`config.mk`:
```
export PLATFORM = sky130hd
export DESIGN_NAME = ptc_entry
export DESIGN_NICKNAME = d
export VERILOG_FILES = /design/src/rtl/ptc_pkg.sv /design/src/rtl/ptc_entry.sv
export SDC_FILE = /design/constraint.sdc
export NUM_CORES = 1
export LEC_CHECK = 0
export ABC_AREA = 0
export BUFFER_PORTS_ARGS = -buffer_cell sky130_fd_sc_hd__buf_2
export CAP_MARGIN = 25
export CORE_UTILIZATION = 55
export DETAILED_ROUTE_END_ITERATION = 10
export PLACE_DENSITY = 0.86
export SYNTH_ARGS = -nofsm -noshare
export SYNTH_HDL_FRONTEND = slang
export SYNTH_SLANG_ARGS = --single-unit
```
`constraint.sdc`:
```
create_clock -name clk -period 4.75 [get_ports clk]
set_input_delay 0.475 -clock clk [delete_from_list [all_inputs] [get_ports clk]]
set_output_delay 0.475 -clock clk [all_outputs]
set_load 0.05 [all_outputs]
```
`src/rtl/ptc_pkg.sv`:
```
package ptc_pkg;

    localparam int AW = 32;

    // Exception class, low three bits of the exception code
    typedef enum logic [2:0] {
        CLS_NONE  = 3'd0,
        CLS_MISS  = 3'd1,
        CLS_PROT  = 3'd2,
        CLS_MHIT  = 3'd3,
        CLS_MISAL = 3'd4
    } exc_cls_e;

    // Outcome of the fixed region rules
    typedef enum logic [2:0] {
        IMP_NONE,
        IMP_OK,
        IMP_MISS,
        IMP_PROT,
        IMP_HWERR
    } imp_res_e;

    typedef enum logic {
        ST_IDLE,
        ST_REPORT
    } ptc_state_e;

    // Configuration write targets
    localparam logic [1:0] SEL_BASE = 2'd0;
    localparam logic [1:0] SEL_ATTR = 2'd1;
    localparam logic [1:0] SEL_CTRL = 2'd2;

    // Attribute word bit positions
    localparam int AB_VALID = 0;
    localparam int AB_URD   = 2;
    localparam int AB_UWR   = 3;
    localparam int AB_SWR   = 4;
    localparam int AB_DIRTY = 7;
    localparam int AB_L1C   = 12;
    localparam int AB_WT    = 14;
    localparam int AB_PG    = 16;

    typedef struct packed {
        logic [1:0] pg;
        logic       wt;
        logic       l1c;
        logic       dirty;
        logic       swr;
        logic       uwr;
        logic       urd;
        logic       valid;
    } ent_attr_t;

    function automatic logic [AW:0] page_bytes(input logic [1:0] pg);
        unique case (pg)
            2'd0:    page_bytes = (AW+1)'(33'h0_0000_0400);
            2'd1:    page_bytes = (AW+1)'(33'h0_0000_1000);
            2'd2:    page_bytes = (AW+1)'(33'h0_0010_0000);
            default: page_bytes = (AW+1)'(33'h0_0040_0000);
        endcase
    endfunction

endpackage

```
`src/rtl/ptc_entry.sv`:
```
module ptc_entry
    import ptc_pkg::*;
(
    input  logic          clk,
    input  logic          rst_n,
    input  logic          we_base,
    input  logic          we_attr,
    input  logic [AW-1:0] wdata,
    input  logic [AW-1:0] addr,
    input  logic          write,
    input  logic          supv,
    output logic          hit,
    output logic          perm_fail
);

    logic [AW-1:0] base_q;
    ent_attr_t     attr_q;
    logic [AW:0]   limit;

    always_ff @(posedge clk or negedge rst_n) begin
        if (!rst_n) begin
            base_q <= '0;
            attr_q <= '0;
        end else begin
            if (we_base) base_q <= wdata;
            if (we_attr) begin
                attr_q.valid <= wdata[AB_VALID];
                attr_q.urd   <= wdata[AB_URD];
                attr_q.uwr   <= wdata[AB_UWR];
                attr_q.swr   <= wdata[AB_SWR];
                attr_q.dirty <= wdata[AB_DIRTY];
                attr_q.l1c   <= wdata[AB_L1C];
                attr_q.wt    <= wdata[AB_WT];
                attr_q.pg    <= wdata[AB_PG+1:AB_PG];
            end
        end
    end

    assign limit = {1'b0, base_q} + page_bytes(attr_q.pg);

    always_comb begin
        hit = attr_q.valid && (addr >= base_q) && ({1'b0, addr} < limit);
        perm_fail = 1'b0;
        if (hit) begin
            if (write) begin
                if (!supv && !attr_q.uwr) perm_fail = 1'b1;
                if (supv && !attr_q.swr)  perm_fail = 1'b1;
                if (attr_q.l1c && !attr_q.wt && !attr_q.dirty) perm_fail = 1'b1;
            end else if (!supv && !attr_q.urd) begin
                perm_fail = 1'b1;
            end
        end
    end

endmodule

```
==> qor.yml <==
synth_edf_count: 0
netSwitchingPower_uw: 357
power.leakage_nw: 1.93
fin_worst_skew_ns: 0
drc: 0
totalWireLength_mm: 8.20
nNetsFinal: 579
design_area_mm2: 0.00394
finalCriticalPeriod_ns: 4.58
vias_per_cell: 5.80
p_int_uw: 654
die_w_um: 79.2
cellPowerDensity_mw_per_mm2: 257
max_freq_mhz: 219
hold_violations: 0
grt_pass1_wl_mm: 13.6
yosysSeqAreaShare_pct: 31.3
drive_gt1_share_pct: 24.8
dieArea_mm2: 0.00627
io_buffers: 71
gp_congestion: 0.884
p_comb_share_pct: 34.7
vias: 3035
syn-instance-count: 372
gr-usage-met2_pct: 47.3
pin_count: 72
initial_core_util_pct: 58.1
synthDominantCellAreaShare_pct: 31.3
grt_pass1_vias: 2973
crit_fanout: 5
synthTopCellsByArea: "dfrtp_1 (31%), ha_1 (23%), o21ai_0 (6.3%)"
async_reset_ff_share_pct: 100
cts_root_buffer: "clkbuf_8"
reg2regPathDepth: 2
ant_nets: 0
core_mm2: 0.00564
syn_area_mm2: 0.00328
cts_tree: "built"
synth_largest_area_cell: "dfrtp_1"
switching_share_pct: 35.3
worstPathArrival_ns: 4.10
clk_latency_ns: 0.31
cts_max_level: 2
gr-max-usage-layer: "met2"
placed_area_mm2: 0.00371
critPathLaunchType: "flip-flop"
drv_cap: 0
use_met3_pct: 6.55
required_ns: 4.28
synth_ff_type: "dfrtp_1"
post_synth.cell_area_avg_um2: 8.81
area_growth_pct: 20.0
diodes: 0
synth_cell_types: 42
grt_usage_pct: 28.2
numCtsBuffers: 5
holdCritPathClass: "in -> async"
cts.sinks: 41
ys_ff_latch: 41
grt_max_degree: 64
yosys_warnings: 0
synth_fp_nets: 501
drtPass1Iterations: 5
seqPwrFrac_pct: 40.1
outcome: "finished, final reports clean"
drt_iter0_drc: 153
path_clk_slew_ns: 0.09
rows: 27
final-setup-viol-count: 0
worst_pin_slew_ns: 0.947
grt_overflow: 0
wl_per_cell_um: 15.7
slew_viol_final: 0
clock_power_share_pct: 25.1
layout_common_cells: "buf_2 (69), ha_1 (59), nand2_1 (49)"
crit_path_end_kind: "output port"
cts.path.max_buffers: 2
antenna_found_initial: 0
maxSlewHeadroom_pct: 36.9
min_period_over_period_pct: 96.3
final_common_cell: "buf_2"
post-route-util_pct: 69.7
die_h_um: 79.2
dp_hpwl_mm: 6.15
crit_type: "reg -> out"
total_power_mw: 1.01
grt_use_met1_pct: 34.2
vdd_drop_max_mv: 0.166
==> worst paths after layout <==
kind                       startpoint         end  slack (ns)
setup reg to reg           base_q[23]  base_q[23]        3.86
hold / removal                  rst_n  base_q[13]        0.13
setup / recovery            attr_q[8]         hit        0.17
min in group clk             wdata[8]   base_q[8]        0.36
hold reg to reg             attr_q[0]   attr_q[0]        0.51
max in group asynchronous       rst_n  base_q[28]        4.41
==> area by class of cell <==
| cell class | instances | area [µm²] |
|---|---|---|
| fillers | 442 | 1710 |
| clock inverters | 2 | 13.8 |
| flip-flops and latches | 41 | 1030 |
| multi-input cells | 286 | 2150 |
| repair buffers | 79 | 433 |
| well taps | 72 | 90.1 |
| inverters | 37 | 139 |
| clock buffers | 6 | 82.6 |
==> power groups by stage <==
stage	Clock (mW)	Combinational, mW	Sequential (mW)
final	0.254	0.351	0.406
after global placement	0	0.303	0.410
after floorplan	0	0.218	0.404
after global routing	0.274	0.394	0.410
after CTS	0.256	0.333	0.405
after detailed placement	0	0.316	0.411
==> worst max-delay path, cell delays in order, from the launching register on <==
cell       delay [ns]
dfrtp_1          0.42
nor2b_1          0.15
ha_1             0.31
inv_1            0.04
or4_1            0.51
o21bai_2         0.20
buf_4            0.13
nand2_1          0.06
xor2_1           0.16
ha_1             0.31
nand4_1          0.15
buf_4            0.19
nor3_1           0.28
a2111oi_4        0.13
a311oi_2         0.45
nor3_2           0.08
clkbuf_4         0.22
==> metrics by stage <==
stage                     hold WS [ns]  instances  TNS, ns  setup slack (ns)
after CTS                        0.333        520        0            0.0187
after global placement           0.485        508        0             0.224
after global routing             0.135        523  -0.0674           -0.0462
after detailed placement         0.496        508        0             0.102
after floorplan                  0.179        372        0            0.0629
final                            0.127        523        0             0.174
==> logic make-up (layout without fill, tap and decap cells) <==
| group | Yosys count | count (layout) | synth area share, % |
|---|---|---|---|
| muxes | 11 | 11 | 3.74 |
| AOI/OAI and AO/OA | 90 | 90 | 16.2 |
| DFF | 41 | 41 | 31.3 |
| buffers and inverters | 45 | 124 | 5.15 |
| and+or+nand+nor | 106 | 106 | 15.7 |
| adders and majority gates | 59 | 59 | 22.5 |
| xor gates and xnor gates | 20 | 20 | 5.34 |
==> cell usage after synthesis (2+ instances only) <==
cell / number
nor2b_1: 4
nor3_1: 10
ha_1: 59
a21o_1: 7
or4_1: 2
dfrtp_1: 41
a31oi_1: 4
nor4_2: 2
a41o_1: 2
clkbuf_1: 8
xnor2_1: 19
nand2_1: 49
a21oi_1: 21
nor2_1: 13
mux2_2: 10
nand4_1: 11
nand3_1: 6
o21a_1: 2
inv_1: 36
o21ai_0: 41
nor4_1: 4
==> state kept, by name, indices dropped and copies added (netlist names) <==
name / flops
attr_q: 9
base_q: 32
==> routing by layer <==
| metal | up-vias | routed length, µm |
|---|---|---|
| li1 | 1492 | - |
| met1 | 1436 | 3570 |
| met2 | 86 | 4000 |
| met3 | 21 | 420 |
| met4 | 0 | 207 |
| met5 | - | 0 |
==> repair_timing <==
action                                  in CTS  in global routing
buffers inserted                             4                  2
pin swaps                                    4                  6
gates resized for setup                      6                  7
hold buffers                                 0                  0
endpoints found under the setup margin       2                  2
Note: power is estimated with default switching activity, not from simulation.
